--- config.mk ---
export PLATFORM = sky130hd
export DESIGN_NAME = dram_mux_ctrl
export DESIGN_NICKNAME = d
export VERILOG_FILES = /design/src/rtl/dram_ctrl_pkg.sv /design/src/rtl/dram_addr_split.sv /design/src/rtl/dram_refresh_timer.sv /design/src/rtl/dram_mux_ctrl.sv
export SDC_FILE = /design/constraint.sdc
export NUM_CORES = 1
export LEC_CHECK = 0
export BUFFER_PORTS_ARGS = -buffer_cell sky130_fd_sc_hd__buf_4
export CORE_MARGIN = 4
export CORE_UTILIZATION = 40
export DETAILED_ROUTE_END_ITERATION = 6
export PLACE_DENSITY = 0.74
export SLEW_MARGIN = 20
export SYNTH_ARGS = -nofsm -noshare
export SYNTH_HDL_FRONTEND = slang
export SYNTH_HIERARCHICAL = 1
export SYNTH_SLANG_ARGS = --single-unit
--- constraint.sdc ---
create_clock -name clk -period 4.13 [get_ports clk]
set_input_delay 1.0325 -clock clk [delete_from_list [all_inputs] [get_ports clk]]
set_output_delay 1.0325 -clock clk [all_outputs]
set_load 0.05 [all_outputs]
--- src/rtl/dram_ctrl_pkg.sv ---
package dram_ctrl_pkg;
    typedef enum logic [3:0] {
        ST_IDLE,
        ST_ROW_SET,
        ST_RAS_WAIT,
        ST_COL_SET,
        ST_COL_ACC,
        ST_PAGE,
        ST_PRECHARGE,
        ST_REF_CAS,
        ST_REF_RAS
    } ctrl_state_t;

    function automatic int max2(input int a, input int b);
        return (a > b) ? a : b;
    endfunction
endpackage

--- src/rtl/dram_addr_split.sv ---
module dram_addr_split #(
    parameter int ROW_W = 10,
    parameter int COL_W = 10,
    parameter int MUX_W = 10
) (
    input  logic [ROW_W+COL_W-1:0] flat_addr,
    output logic [ROW_W-1:0]       row_part,
    output logic [COL_W-1:0]       col_part
);
    assign row_part = flat_addr[ROW_W+COL_W-1:COL_W];
    assign col_part = flat_addr[COL_W-1:0];
endmodule

--- src/rtl/dram_refresh_timer.sv ---
module dram_refresh_timer #(
    parameter int PERIOD = 1953
) (
    input  logic clk,
    input  logic rst_n,
    input  logic ack,
    output logic due
);
    localparam int CW = $clog2(PERIOD + 1);
    localparam logic [CW-1:0] LAST = CW'(PERIOD - 1);

    logic [CW-1:0] tick_q;

    always_ff @(posedge clk) begin
        if (!rst_n) begin
            tick_q <= '0;
            due    <= 1'b0;
        end else begin
            if (tick_q == LAST) begin
                tick_q <= '0;
                due    <= 1'b1;
            end else begin
                tick_q <= tick_q + 1'b1;
                if (ack) due <= 1'b0;
            end
        end
    end
endmodule

--- src/rtl/dram_mux_ctrl.sv ---
module dram_mux_ctrl
    import dram_ctrl_pkg::*;
#(
    parameter int ROW_W      = 10,
    parameter int COL_W      = 10,
    parameter int DATA_W     = 16,
    parameter int CLK_MHZ    = 125,
    parameter int REFRESH_NS = 15625,
    parameter int T_RCD      = 2,
    parameter int T_RAC      = 7,
    parameter int T_CAC      = 3,
    parameter int T_RP       = 4,
    parameter int T_REF_RAS  = 7,
    localparam int ADDR_W    = ROW_W + COL_W,
    localparam int MUX_W     = (ROW_W > COL_W) ? ROW_W : COL_W
) (
    input  logic              clk,
    input  logic              rst_n,
    input  logic              req_valid,
    output logic              req_ready,
    input  logic              req_write,
    input  logic [ADDR_W-1:0] req_addr,
    input  logic [DATA_W-1:0] req_wdata,
    output logic              rsp_valid,
    output logic [DATA_W-1:0] rsp_rdata,
    output logic [MUX_W-1:0]  dram_addr,
    output logic              dram_ras_n,
    output logic              dram_cas_n,
    output logic              dram_we_n,
    output logic [DATA_W-1:0] dram_din,
    input  logic [DATA_W-1:0] dram_dout
);
    localparam int REF_CYC = CLK_MHZ * REFRESH_NS / 1000;
    localparam int MAX_T   = max2(max2(T_RCD, T_CAC), max2(T_RP, T_REF_RAS));
    localparam int CNT_W   = $clog2(MAX_T + 2);
    localparam int RAC_W   = $clog2(T_RAC + 2);
    localparam logic [CNT_W-1:0] C_RCD = CNT_W'(T_RCD);
    localparam logic [CNT_W-1:0] C_CAC = CNT_W'(T_CAC);
    localparam logic [CNT_W-1:0] C_RP  = CNT_W'(T_RP);
    localparam logic [CNT_W-1:0] C_REF = CNT_W'(T_REF_RAS);
    localparam logic [RAC_W-1:0] C_RAC = RAC_W'(T_RAC);

    ctrl_state_t       state_q, state_d;
    logic [CNT_W-1:0]  cnt_q, cnt_d;
    logic [RAC_W-1:0]  ras_cnt_q;
    logic [ROW_W-1:0]  row_q;
    logic [COL_W-1:0]  col_q;
    logic              wr_q;
    logic [DATA_W-1:0] wdata_q;
    logic [DATA_W-1:0] rdata_q;
    logic              rvalid_q;
    logic [ROW_W-1:0]  in_row;
    logic [COL_W-1:0]  in_col;
    logic              ref_due, ref_ack;
    logic              take_req, take_row, data_ready;
    logic [MUX_W-1:0]  row_pad, col_pad;

    dram_addr_split #(.ROW_W(ROW_W), .COL_W(COL_W), .MUX_W(MUX_W)) u_split (
        .flat_addr (req_addr),
        .row_part  (in_row),
        .col_part  (in_col)
    );

    dram_refresh_timer #(.PERIOD(REF_CYC)) u_ref_timer (
        .clk   (clk),
        .rst_n (rst_n),
        .ack   (ref_ack),
        .due   (ref_due)
    );

    generate
        if (ROW_W < MUX_W) begin : g_row_pad
            assign row_pad = {{(MUX_W-ROW_W){1'b0}}, row_q};
        end else begin : g_row_full
            assign row_pad = row_q;
        end
        if (COL_W < MUX_W) begin : g_col_pad
            assign col_pad = {{(MUX_W-COL_W){1'b0}}, col_q};
        end else begin : g_col_full
            assign col_pad = col_q;
        end
    endgenerate

    // ready: idle with no refresh pending, or open row hit
    always_comb begin
        req_ready = 1'b0;
        if (state_q == ST_IDLE && !ref_due) req_ready = 1'b1;
        if (state_q == ST_PAGE && !ref_due && in_row == row_q) req_ready = 1'b1;
    end

    assign data_ready = (cnt_q >= C_CAC) && (ras_cnt_q >= C_RAC);

    // next-state logic
    always_comb begin
        state_d  = state_q;
        cnt_d    = cnt_q + 1'b1;
        ref_ack  = 1'b0;
        take_req = 1'b0;
        take_row = 1'b0;
        unique case (state_q)
            ST_IDLE: begin
                if (ref_due) begin
                    state_d = ST_REF_CAS;
                    ref_ack = 1'b1;
                end else if (req_valid) begin
                    state_d  = ST_ROW_SET;
                    take_req = 1'b1;
                    take_row = 1'b1;
                end
            end
            ST_ROW_SET: begin
                state_d = ST_RAS_WAIT;
                cnt_d   = CNT_W'(1);
            end
            ST_RAS_WAIT: if (cnt_q >= C_RCD) state_d = ST_COL_SET;
            ST_COL_SET: begin
                state_d = ST_COL_ACC;
                cnt_d   = CNT_W'(1);
            end
            ST_COL_ACC: if (data_ready) state_d = ST_PAGE;
            ST_PAGE: begin
                if (ref_due || (req_valid && in_row != row_q)) begin
                    state_d = ST_PRECHARGE;
                    cnt_d   = CNT_W'(1);
                end else if (req_valid) begin
                    state_d  = ST_COL_SET;
                    take_req = 1'b1;
                end
            end
            ST_PRECHARGE: if (cnt_q >= C_RP) state_d = ST_IDLE;
            ST_REF_CAS: begin
                state_d = ST_REF_RAS;
                cnt_d   = CNT_W'(1);
            end
            ST_REF_RAS: begin
                if (cnt_q >= C_REF) begin
                    state_d = ST_PRECHARGE;
                    cnt_d   = CNT_W'(1);
                end
            end
            default: state_d = ST_IDLE;
        endcase
    end

    // state register and datapath registers
    always_ff @(posedge clk) begin
        if (!rst_n) begin
            state_q   <= ST_IDLE;
            cnt_q     <= '0;
            ras_cnt_q <= '0;
            row_q     <= '0;
            col_q     <= '0;
            wr_q      <= 1'b0;
            wdata_q   <= '0;
            rdata_q   <= '0;
            rvalid_q  <= 1'b0;
        end else begin
            state_q  <= state_d;
            cnt_q    <= cnt_d;
            rvalid_q <= 1'b0;
            if (state_q == ST_ROW_SET) ras_cnt_q <= RAC_W'(1);
            else if (ras_cnt_q < C_RAC) ras_cnt_q <= ras_cnt_q + 1'b1;
            if (take_row) row_q <= in_row;
            if (take_req) begin
                col_q   <= in_col;
                wr_q    <= req_write;
                wdata_q <= req_wdata;
            end
            if (state_q == ST_COL_ACC && data_ready && !wr_q) begin
                rdata_q  <= dram_dout;
                rvalid_q <= 1'b1;
            end
        end
    end

    // pin outputs decoded from the state
    always_comb begin
        dram_ras_n = 1'b1;
        dram_cas_n = 1'b1;
        dram_we_n  = 1'b1;
        dram_addr  = row_pad;
        unique case (state_q)
            ST_IDLE, ST_ROW_SET, ST_PRECHARGE: ;
            ST_RAS_WAIT: dram_ras_n = 1'b0;
            ST_COL_SET, ST_PAGE: begin
                dram_ras_n = 1'b0;
                dram_addr  = col_pad;
            end
            ST_COL_ACC: begin
                dram_ras_n = 1'b0;
                dram_cas_n = 1'b0;
                dram_we_n  = !wr_q;
                dram_addr  = col_pad;
            end
            ST_REF_CAS: dram_cas_n = 1'b0;
            ST_REF_RAS: begin
                dram_ras_n = 1'b0;
                dram_cas_n = 1'b0;
            end
            default: ;
        endcase
    end

    assign dram_din  = wdata_q;
    assign rsp_valid = rvalid_q;
    assign rsp_rdata = rdata_q;
endmodule

Word level (Yosys, flattened, before mapping)
Cells that the tools add are included.
{"block": "word_totals", "mem_bits_rw": 0, "output_inout_bits": 47, "input_bits": 56, "ff_bits": 78, "rom_bits": 0, "latch_bits": 0, "mem_count": 0}
{"block": "op_classes", "muxes": 30, "add_sub_neg": 3, "div": 0, "n_bitwise": 1, "n_eq_ne": 17, "n_reduce_logical": 20, "n_lt_le_gt_ge": 6, "mul": 0, "n_shift": 0}
{"cell": "4-bit 2-to-1 mux", "count": 10}
{"cell": "4-bit one-hot mux with 9 select lines", "count": 1}
{"cell": "4-bit by 3-bit equality test with 1-bit output (second input constant)", "count": 4}
{"cell": "1-bit 2-to-1 mux", "count": 16}
{"cell": "4-bit by 3-bit >= comparator with 1-bit output (second input constant)", "count": 3}
{"cell": "4-bit one-hot mux with 3 select lines", "count": 1}
{"cell": "11-bit by 1-bit adder with 11-bit output (second input constant)", "count": 1}
{"cell": "11-bit equality test (second input constant)", "count": 1}
{"cell": "10-bit equality test", "count": 1}
{"cell": "10-bit 2-to-1 mux", "count": 1}
{"cell": "10-bit inequality test", "count": 1}
{"cell": "3-bit OR reduction", "count": 3}
{"cell": "4-bit by 1-bit adder with 4-bit output (second input constant)", "count": 2}
{"cell": "4-bit by 2-bit equality test with 1-bit output (second input constant)", "count": 2}
{"cell": "4-bit by 2-bit >= comparator with 1-bit output (second input constant)", "count": 2}
{"cell": "2-bit inequality test (second input constant)", "count": 4}
{"cell": "1-bit logical AND", "count": 7}
{"cell": "3-bit by 2-bit inequality test with 1-bit output (second input constant)", "count": 2}
{"cell": "6-bit AND reduction", "count": 1}
{"cell": "5-bit OR reduction", "count": 1}
{"cell": "4-bit by 1-bit equality test with 1-bit output (second input constant)", "count": 1}
{"cell": "4-bit equality test (second input constant)", "count": 1}
{"cell": "4-bit logical NOT", "count": 1}
{"cell": "4-bit by 3-bit < comparator with 1-bit output (second input constant)", "count": 1}
{"cell": "other kinds (6)", "count": 9}

Longest topological paths before layout
Gate-level depths: netlist of the first run.
{"block": "logic_depth", "depth_word": 5, "depth_mapped": 8, "depth_no_buf": 7}

Cells and area by module
Netlist of the first run, hierarchy kept.
{"mod": "dram_mux_ctrl", "n_inst": 1, "area_per_inst_um2": 3047.9, "cells_each": 332}
{"mod": "dram_refresh_timer", "n_inst": 1, "area_per_inst_um2": 566.8, "cells_each": 65}
{"mod": "dram_addr_split", "n_inst": 1, "area_per_inst_um2": 150.1, "cells_each": 20}

Worst setup path after synthesis of the first run
OpenSTA, ideal clock, no wires.
{"block": "synth_path", "path_kind": "input -> output", "from": "input port req_addr[10]", "to": "output port req_ready", "arrival_time_ps": 2790, "setup_slack_ps": 308, "n_path_buf": 1, "stages": 6, "cell_sequence": "buf_4 xnor2_1 nand4_1 nor3_1 a31oi_1 nor3_1"}
{"block": "synth_via", "elab_chain_len": 3}
{"item": "start, declared", "line": "dram_mux_ctrl.sv:22", "source": "input logic [ADDR_W-1:0] req_addr,"}
{"item": "10-bit equality test", "line": "dram_mux_ctrl.sv:88", "source": "if (state_q == ST_PAGE && !ref_due && in_row == row_q) req_ready = 1'b1;"}
{"item": "1-bit logical AND", "line": "dram_mux_ctrl.sv:88"}
{"item": "1-bit 2-to-1 mux", "line": "dram_mux_ctrl.sv:88"}
{"item": "end, declared", "line": "dram_mux_ctrl.sv:20", "source": "output logic req_ready,"}
No other way between the ends.

Worst setup path after layout of the first run
{"block": "layout_path", "from": "input port req_addr[17]", "to": "output port req_ready"}
Same word-level chain as after synthesis.

==> results of run 1 <==
==> sequential cells by signal, indices dropped and copies added (netlist names) <==
| signal | flops |
|---|---|
| row_pad | 10 |
| u_ref_timer/due | 1 |
| ras_cnt_q | 4 |
| wr_q | 1 |
| rsp_rdata | 16 |
| u_ref_timer/tick_q | 11 |
| cnt_q | 4 |
| rsp_valid | 1 |
| state_q | 4 |
| dram_din | 16 |
| col_pad | 10 |
==> final cells by class <==
type | count | area [sq um]
fill | 854 | 4530
multi-input combinational | 286 | 1910
sequential | 78 | 1560
timing repair buffer | 104 | 781
tap | 111 | 139
clock buffer | 9 | 124
clock inverter | 6 | 111
inverter | 12 | 45.0
==> final timing paths <==
kind,from,slack [ns],cells past startpoint,end
setup / recovery,req_addr[17],0.58,7,req_ready
hold reg to reg,dram_din[10]$_SDFFE_PN0P_,0.46,2,dram_din[10]$_SDFFE_PN0P_
hold / removal,dram_din[10]$_SDFFE_PN0P_,0.46,2,dram_din[10]$_SDFFE_PN0P_
setup reg to reg,state_q[3]$_SDFFE_PN0P_,1.64,6,col_pad[0]$_SDFFE_PN0P_
==> worst max-delay path, cell delays in order <==
cell	delay, ns
buf_4	0.12
xnor2_1	0.15
nand4_1	0.19
nor3_1	0.44
a31oi_1	0.14
nor3_1	0.20
buf_4	0.24
==> layout by cell type (no fill, tap or decap), types with 2 or more instances in the layout <==
master	count
buf_4	104
dfxtp_1	78
nand2_1	63
mux2i_1	56
nor2_1	43
xnor2_1	14
nand3_1	13
mux2_2	11
a21oi_1	11
inv_1	10
clkbuf_8	9
o21ai_0	8
nor3_1	8
xor2_1	6
nand4_1	5
ha_1	5
a31oi_1	3
or3_1	3
bufinv_16	3
nand2b_1	2
and3_1	2
nor2b_1	2
nand4b_1	2
o211ai_1	2
and2_1	2
o22ai_1	2
nor4_1	2
==> per-layer routing <==
| metal | share of wire [%] | up-vias |
|---|---|---|
| li1 | - | 1548 |
| met1 | 44 | 1412 |
| met2 | 50 | 54 |
| met3 | 4.4 | 7 |
| met4 | 1.7 | 0 |
| met5 | 0 | - |
==> metrics by stage <==
stage	std cells	hold slack, ns	area, sq um	total power (W)	util (%)
CTS	606	0.463	4670	0.00263	50.8
detailed placement	591	0.452	4430	0.00195	48.2
global route	606	0.475	4670	0.00275	50.8
floorplan	417	0.435	3760	0.00172	-
finish	606	0.460	4670	0.00260	50.8
global placement	591	0.444	4430	0.00193	48.2
==> report_power, final <==
part | internal [W] | switching [W]
clock | 0.000398 | 0.000275
sequential | 0.000863 | 0.000106
combinational | 0.000376 | 0.000586
==> kinds of logic after synthesis <==
logic type	after synthesis	share of synthesized area [%]
xor+xnor	20	4.65
compound gates	39	6.81
fa+ha+maj	5	1.66
mux	67	18.2
buf+inv	53	8.47
flops	78	41.5
simple gates	155	18.7
==> reports/metrics.yaml, run 1 <==
floorplan:
  die_area_sq_um: 11000
  rows: 35
  core_sq_um: 9200
  initial_core_util_pct: 40.9
  die-height_microns: 105
  boundaryPins: 103
  die_w_microns: 105
placed_design:
  dp_slack_ns: 0.593
  finalWeightedCongestion: 0.807
  port_buffers: 102
  dpl.hpwl_mm: 5.93
finish:
  syn_to_final_growth_pct: 24.0
  nNetsFinal: 552
  layout-drive-gt1-share_pct: 28.1
  n_antenna_cell: 0
logic_synthesis:
  synth_top_area_cell: "dfxtp_1"
  synth_area_leaders: "dfxtp_1 41%, mux2i_1 15%, nand2_1 6.3%"
  synth_fp_nets: 478
  yosysUniqueCellTypes: 50
  yosys_most_used_dff: "dfxtp_1"
  synth_edf_count: 0
  async_flop_share_pct: 0
  ys_seq_area_share_pct: 41.5
  ys_seq_elements: 78
  syn_area_per_cell_sq_um: 9.03
  yosysMostFrequentCell: "dfxtp_1"
  synth_cells: 417
  yosys_warnings: 6
  yosys.area.top_type_share_pct: 41.5
  synth_area_sq_um: 3760
  synth_commonest_cells: "78 x dfxtp_1, 63 x nand2_1, 56 x mux2i_1"
timing:
  period_minus_slack_ns: 3.55
  period_share_pct: 85.9
  slew_headroom_pct: 31.5
  finalHoldViolCount: 0
  finalSetupViolCount: 0
  fmax_ghz: 0.282
  setup_ws_ns: 0.581
  finalMaxSlewViolations: 0
  skew_ns: 0.0124
  rsz0062_at_grt: "no"
  tns_ns: 0
  worst_pin_slew_ns: 1.02
grt:
  gr-usage-all-layers_pct: 14.9
  use_met2_pct: 25.4
  use_met1_pct: 17.9
  grt_pass1_vias: 2920
  overflow: 0
  grt-busiest-layer: "met2"
  grt_pass1_wl_mm: 13.5
  antenna_found_initial: 0
  use_met3_pct: 3.71
  grt_start_max_net_pins: 64
clock_tree:
  cts_setup_buffers: 0
  clock_path_buffers: 2
  cts_buffers: 9
  ctsHtreeMaxLevel: 3
  clkLatencyLatePin_ns: 0.34
  cts_sinks: 78
  cts_repair_resize_count: 0
  cts-root-buf: "clkbuf_8"
  cts_tree: "done"
  cts_hold_buffers: 0
  cts.reportedPaths.clkPinSlew_ns: 0.08
setup_path:
  path_class: "primary input to primary output"
  cp.arrival_ns: 2.52
  endpoint_kind: "primary output"
  path_max_fanout: 3
  start_kind: "primary input"
  worstPathRequired_ns: 3.10
run:
  maxCapViolCount: 0
worst_hold_path:
  hold_path.class: "flop to flop"
route:
  initialDrtViolationCount: 152
  drtPass1Iterations: 4
  drt_wl_total_mm: 8.06
  final_antenna_net_count: 0
  via_per_inst: 4.99
  vias: 3021
  wl_per_cell_microns: 13.3
  drc: 0
pwr:
  leakage_nw: 2.05
  peakVddDrop_v: 0.000298
  p_per_area_nw_per_um2: 558
status:
  status: "completed"
Note: power is estimated with default switching activity, not from simulation.
==> inputs of run 2 (changes only) <==
--- a/config.mk
+++ b/config.mk
@@ -9,7 +9,6 @@
 export CORE_MARGIN = 4
 export CORE_UTILIZATION = 40
 export DETAILED_ROUTE_END_ITERATION = 6
-export PLACE_DENSITY = 0.74
 export SLEW_MARGIN = 20
 export SYNTH_ARGS = -nofsm -noshare
 export SYNTH_HDL_FRONTEND = slang
==> run 2 against run 1 <==
Compared with the run above:
- via count barely moved
- largest power group unchanged
- critical path depth did not move
- design area shrank 0.48%
==> reports/metrics.yaml, run 2 (synthesis gave the netlist of run 1 again) <==
route:
  drt_wl_total_mm: 8.12  # +0.77%
  wl_per_cell_microns: 13.4  # +0.44%
  initialDrtViolationCount: 83  # -45%
  drtPass1Iterations: 4  # unchanged
  wl_met3_microns: 401  # +14%
  drc: 0  # unchanged
  via_per_inst: 4.97  # -0.23%
  wl_met2_mm: 3.87  # -4.2%
  final_antenna_net_count: 0  # unchanged
  top_layer_used: "met4"
  vias: 3024  # +0.099%
  met1_length_mm: 3.64  # +3.3%
finish:
  stdcell_count: 608  # +0.33%
  final_cell_mix: "105 x buf_4, 78 x dfxtp_1, 63 x nand2_1, 56 x mux2i_1, 43 x nor2_1"
  fillers: 899  # +5.3%
  syn_to_final_growth_pct: 23.4
  nNetsFinal: 553  # +0.18%
  layout-drive-gt1-share_pct: 28.6  # +0.49 points
  final_common_cell: "buf_4"
  n_antenna_cell: 0  # unchanged
  multi_input_area_sq_um: 1910  # unchanged
  seq_area_sq_um: 1560  # unchanged
grt:
  antenna_found_initial: 0  # unchanged
  grt_start_max_net_pins: 64  # unchanged
  grt_pass1_wl_mm: 13.5  # -0.21%
  gr-usage-all-layers_pct: 14.9  # about the same
  overflow: 0  # unchanged
  grt_pass1_vias: 2811  # -3.7%
floorplan:
  rows: 35  # unchanged
  die_w_microns: 105  # unchanged
  die-height_microns: 105  # unchanged
  initial_core_util_pct: 40.9  # unchanged
  die_area_sq_um: 11000  # unchanged
  core_sq_um: 9200  # unchanged
  boundaryPins: 103  # unchanged
status:
  status: "completed"
timing:
  slew_headroom_pct: 57.8  # +26 points
  finalSetupViolCount: 0  # unchanged
  finalMaxSlewViolations: 0  # unchanged
  rsz0062_at_grt: "no"
  period_minus_slack_ns: 3.53  # -0.0144 ns
  fmax_ghz: 0.283  # +0.41%
  worst_pin_slew_ns: 0.632  # -0.389 ns
  tns_ns: 0  # unchanged
  finalHoldViolCount: 0  # unchanged
  skew_ns: 0.0121  # -0.000260 ns
  period_share_pct: 85.6  # -0.35 points
pwr:
  p_per_area_nw_per_um2: 544  # -2.4%
  leakage_nw: 2.04  # -0.66%
  peakVddDrop_v: 0.000220  # -26%
setup_path:
  reg2reg_depth: 7  # +1
  start_kind: "primary input"
  cp.arrival_ns: 2.50  # -0.02 ns
  worstPathRequired_ns: 3.10  # about the same
  path_max_fanout: 3  # unchanged
  path_class: "primary input to primary output"
  endpoint_kind: "primary output"
clock_tree:
  cts.reportedPaths.clkPinSlew_ns: 0.08  # about the same
  cts_sinks: 78  # unchanged
  ctsHtreeMaxLevel: 3  # unchanged
  cts-root-buf: "clkbuf_8"
  cts_tree: "done"
  clock_path_buffers: 2  # unchanged
  cts_repair_resize_count: 0  # unchanged
  cts_setup_buffers: 0  # unchanged
  clkLatencyLatePin_ns: 0.35  # about the same
  cts_hold_buffers: 0  # unchanged
  cts_buffers: 9  # unchanged
placed_design:
  finalWeightedCongestion: 0.816  # +1.1%
  port_buffers: 102  # unchanged
  dpl.hpwl_mm: 5.89  # -0.68%
  placedCellCount: 592  # +0.17%
worst_hold_path:
  hold_path.class: "flop to flop"
  holdPathStages: 2  # unchanged
run:
  maxCapViolCount: 0  # unchanged
run 2: cell count changes in the layout (fill, tap and decap cells not counted), sizes merged:
cell	before	now
buf	104	105
inv	11	15
clkinvlp	1	3
bufinv	3	1
clkinv	3	0
run 2: per-stage QoR:
stage          util, %  hold WS, ns  instance area [sq um]  total power [W]  setup slack, ns
6_report          50.5        0.462                   4650          0.00253            0.595
5_1_grt           50.5        0.481                   4650          0.00268            0.415
4_1_cts           50.5        0.467                   4650          0.00255            0.618
3_5_place_dp      48.3        0.454                   4440          0.00196            0.618
3_3_place_gp      48.3        0.444                   4440          0.00195            0.610
2_1_floorplan        -        0.435                   3760          0.00172            0.308
run 2: final timing paths:
path                                         startpoint                        to  slack [ns]
worst min register to register  col_pad[9]$_SDFFE_PN0P_   col_pad[9]$_SDFFE_PN0P_        0.46
worst max register to register  state_q[3]$_SDFFE_PN0P_  dram_din[6]$_SDFFE_PN0P_        1.95
worst min-delay path            col_pad[9]$_SDFFE_PN0P_   col_pad[9]$_SDFFE_PN0P_        0.46
worst max-delay path                       req_addr[15]                 req_ready        0.60
run 2: critical path, cell delays in order:
cell and delay (ns):
buf_4 0.11, xnor2_1 0.13, nand4_1 0.20, nor3_1 0.45, a31oi_1 0.16, nor3_1 0.17
buf_4 0.23
run 2: final cells by class:
class	count	share of cell area [%]
multi-input combinational	286	41.1
sequential	78	33.6
timing repair buffer	105	17.0
tap	111	2.99
clock buffer	9	2.67
clock inverter	7	1.75
inverter	12	0.969
run 2: report_power, final:
part | switching [W] | internal (W)
Combinational | 0.000587 | 0.000379
Clock | 0.000307 | 0.000287
Sequential | 0.000105 | 0.000862
run 2: per-layer routing:
layer	global-route usage, %	up-vias
met3	4.20	15
met2	23.9	55
met5	0	-
met4	6.75	0
met1	18.6	1399
li1	-	1555
==> inputs of run 3 (changes only) <==
--- a/config.mk
+++ b/config.mk
@@ -9,6 +9,7 @@
 export CORE_MARGIN = 4
 export CORE_UTILIZATION = 40
 export DETAILED_ROUTE_END_ITERATION = 6
+export REMOVE_ABC_BUFFERS = 1
 export SLEW_MARGIN = 20
 export SYNTH_ARGS = -nofsm -noshare
 export SYNTH_HDL_FRONTEND = slang
==> constraint.sdc (replaced) <==
create_clock -name clk -period 3.9 [get_ports clk]
set_input_delay 0.975 -clock clk [delete_from_list [all_inputs] [get_ports clk]]
set_output_delay 0.975 -clock clk [all_outputs]
set_load 0.05 [all_outputs]
==> run 3 against run 2 <==
Compared with the run above:
- power is 8.0% higher
- clock power is 14% higher
- design area is 0.48% higher
- highest routed layer unchanged
==> reports/metrics.yaml, run 3 (synthesis gave the netlist of run 1 again) <==
pwr:
  leakage_nw: 2.05  # +0.55%
  clkPwrFrac_pct: 24.8  # +1.3 points
  internal-power_w: 0.00168  # +10%
  pwr-share-comb_pct: 37.7  # -0.5 points
  p_sw_w: 0.00105  # +4.9%
  sw_frac_of_total_pct: 38.4  # -1.1 points
  p_per_area_nw_per_um2: 585  # +7.5%
  seqPwrFrac_pct: 37.5  # -0.8 points
  peakVddDrop_v: 0.000260  # +18%
clock_tree:
  cts_repair_resize_count: 0  # unchanged
  cts_hold_buffers: 0  # unchanged
  cts_setup_buffers: 0  # unchanged
  cts_tree: "done"
  cts_sinks: 78  # unchanged
  clkLatencyLatePin_ns: 0.35  # about the same
  cts.reportedPaths.clkPinSlew_ns: 0.08  # about the same
  cts-root-buf: "clkbuf_8"
  ctsHtreeMaxLevel: 3  # unchanged
  clock_path_buffers: 2  # unchanged
  cts_buffers: 9  # unchanged
timing:
  slew_headroom_pct: 37.9  # -20 points
  tns_ns: 0  # unchanged
  fmax_ghz: 0.292
  skew_ns: 0.0115  # -0.000644 ns
  period_minus_slack_ns: 3.42
  period_share_pct: 87.7
  finalSetupViolCount: 0  # unchanged
  worst_pin_slew_ns: 0.925  # +0.293 ns
  holdWs_ns: 0.461  # -0.00122 ns
  finalMaxSlewViolations: 0  # unchanged
  finalHoldViolCount: 0  # unchanged
  rsz0062_at_grt: "no"
route:
  wl_per_cell_microns: 13.1  # -2.0%
  drt_wl_total_mm: 7.97  # -1.9%
  drtPass1Iterations: 4  # unchanged
  initialDrtViolationCount: 104  # +25%
  vias: 2988  # -1.2%
  via_per_inst: 4.91  # -1.4%
  final_antenna_net_count: 0  # unchanged
  drc: 0  # unchanged
floorplan:
  boundaryPins: 103  # unchanged
  initial_core_util_pct: 40.9  # unchanged
  die_area_sq_um: 11000  # unchanged
  rows: 35  # unchanged
  die_w_microns: 105  # unchanged
  die-height_microns: 105  # unchanged
  core_sq_um: 9200  # unchanged
grt:
  grt_pass1_vias: 2897  # +3.1%
  overflow: 0  # unchanged
  gr-usage-all-layers_pct: 14.9  # -0.018 points
  grt_start_max_net_pins: 63  # -1.6%
  grt_pass1_wl_mm: 13.5  # unchanged
  antenna_found_initial: 0  # unchanged
status:
  status: "completed"
setup_path:
  endpoint_kind: "primary output"
  path_class: "primary input to primary output"
  start_kind: "primary input"
  worstPathRequired_ns: 2.92  # -0.18 ns
  path_max_fanout: 3  # unchanged
  cp.arrival_ns: 2.44  # -0.06 ns
finish:
  syn_to_final_growth_pct: 24.0
  n_antenna_cell: 0  # unchanged
  final_common_cell: "buf_4"
  fillers: 880  # -2.1%
  layout-drive-gt1-share_pct: 28.3  # -0.26 points
  final_cell_area_sq_um: 4670  # +0.48%
  nNetsFinal: 554  # +0.18%
  final_cell_mix: "106 x buf_4, 78 x dfxtp_1, 63 x nand2_1, 56 x mux2i_1, 43 x nor2_1"
placed_design:
  port_buffers: 102  # unchanged
  dpl.hpwl_mm: 5.70  # -3.3%
  placed_area_sq_um: 4450  # +0.17%
  finalWeightedCongestion: 0.852  # +4.3%
worst_hold_path:
  hold_path.class: "flop to flop"
run:
  maxCapViolCount: 0  # unchanged
## run 3: cell types whose count changed in the layout (fill, tap and decap cells not counted)
| cell | change |
|---|---|
| inv_8 | -1 |
| inv_2 | -1 |
| clkinv_1 | +1 |
| clkinvlp_4 | -1 |
| bufinv_16 | +1 |
| clkbuf_1 | +1 |
| buf_4 | +1 |
## run 3: final timing paths
check,from,end,slack (ns),cells past startpoint
setup reg to reg,state_q[3]$_SDFFE_PN0P_,col_pad[0]$_SDFFE_PN0P_,1.34,7
setup / recovery,req_addr[12],req_ready,0.48,7
hold reg to reg,col_pad[4]$_SDFFE_PN0P_,col_pad[4]$_SDFFE_PN0P_,0.46,2
hold / removal,col_pad[4]$_SDFFE_PN0P_,col_pad[4]$_SDFFE_PN0P_,0.46,2
## run 3: layer usage
metal	up-vias	part of all wire (%)	global-route usage, %
met2	95	43	22.7
met4	0	1.3	4.87
met1	1336	46	19.2
li1	1546	-	-
met5	-	0	0
met3	11	8.9	5.99
## run 3: worst max-delay path, stage by stage
cell and delay [ns]:
buf_4 0.12, xnor2_1 0.14, nand4_1 0.19, nor3_1 0.48
a31oi_1 0.16, nor3_1 0.15, buf_4 0.23
## run 3: final cells by class
| class | count | area, sq um | area share [%] |
|---|---|---|---|
| flip-flops and latches | 78 | 1560 | 33.4 |
| multi-input cells | 286 | 1910 | 40.9 |
| clock inverters | 6 | 92.6 | 1.98 |
| clock buffers | 10 | 128 | 2.73 |
| inverters | 12 | 45.0 | 0.965 |
| well taps | 111 | 139 | 2.97 |
| repair buffers | 106 | 796 | 17.0 |
## run 3: power groups by stage
| stage | combinational [W] | sequential, W | clock (W) |
|---|---|---|---|
| finish | 0.00103 | 0.00102 | 0.000677 |
| global route | 0.00112 | 0.00105 | 0.000733 |
| CTS | 0.00104 | 0.00102 | 0.000701 |
| detailed placement | 0.00104 | 0.00104 | 0 |
| global placement | 0.00103 | 0.00104 | 0 |
| floorplan | 0.000635 | 0.00115 | 0 |
## run 3: stage by stage
step / total power (W) / utilization [%] / setup slack (ns) / instances
after detailed placement: 0.00208 / 48.4 / 0.484 / 593
after floorplan: 0.00178 / - / 0.0388 / 376
after global placement: 0.00207 / 48.4 / 0.492 / 593
after global routing: 0.00290 / 50.8 / 0.292 / 609
final: 0.00273 / 50.8 / 0.481 / 609
after CTS: 0.00277 / 50.8 / 0.476 / 609
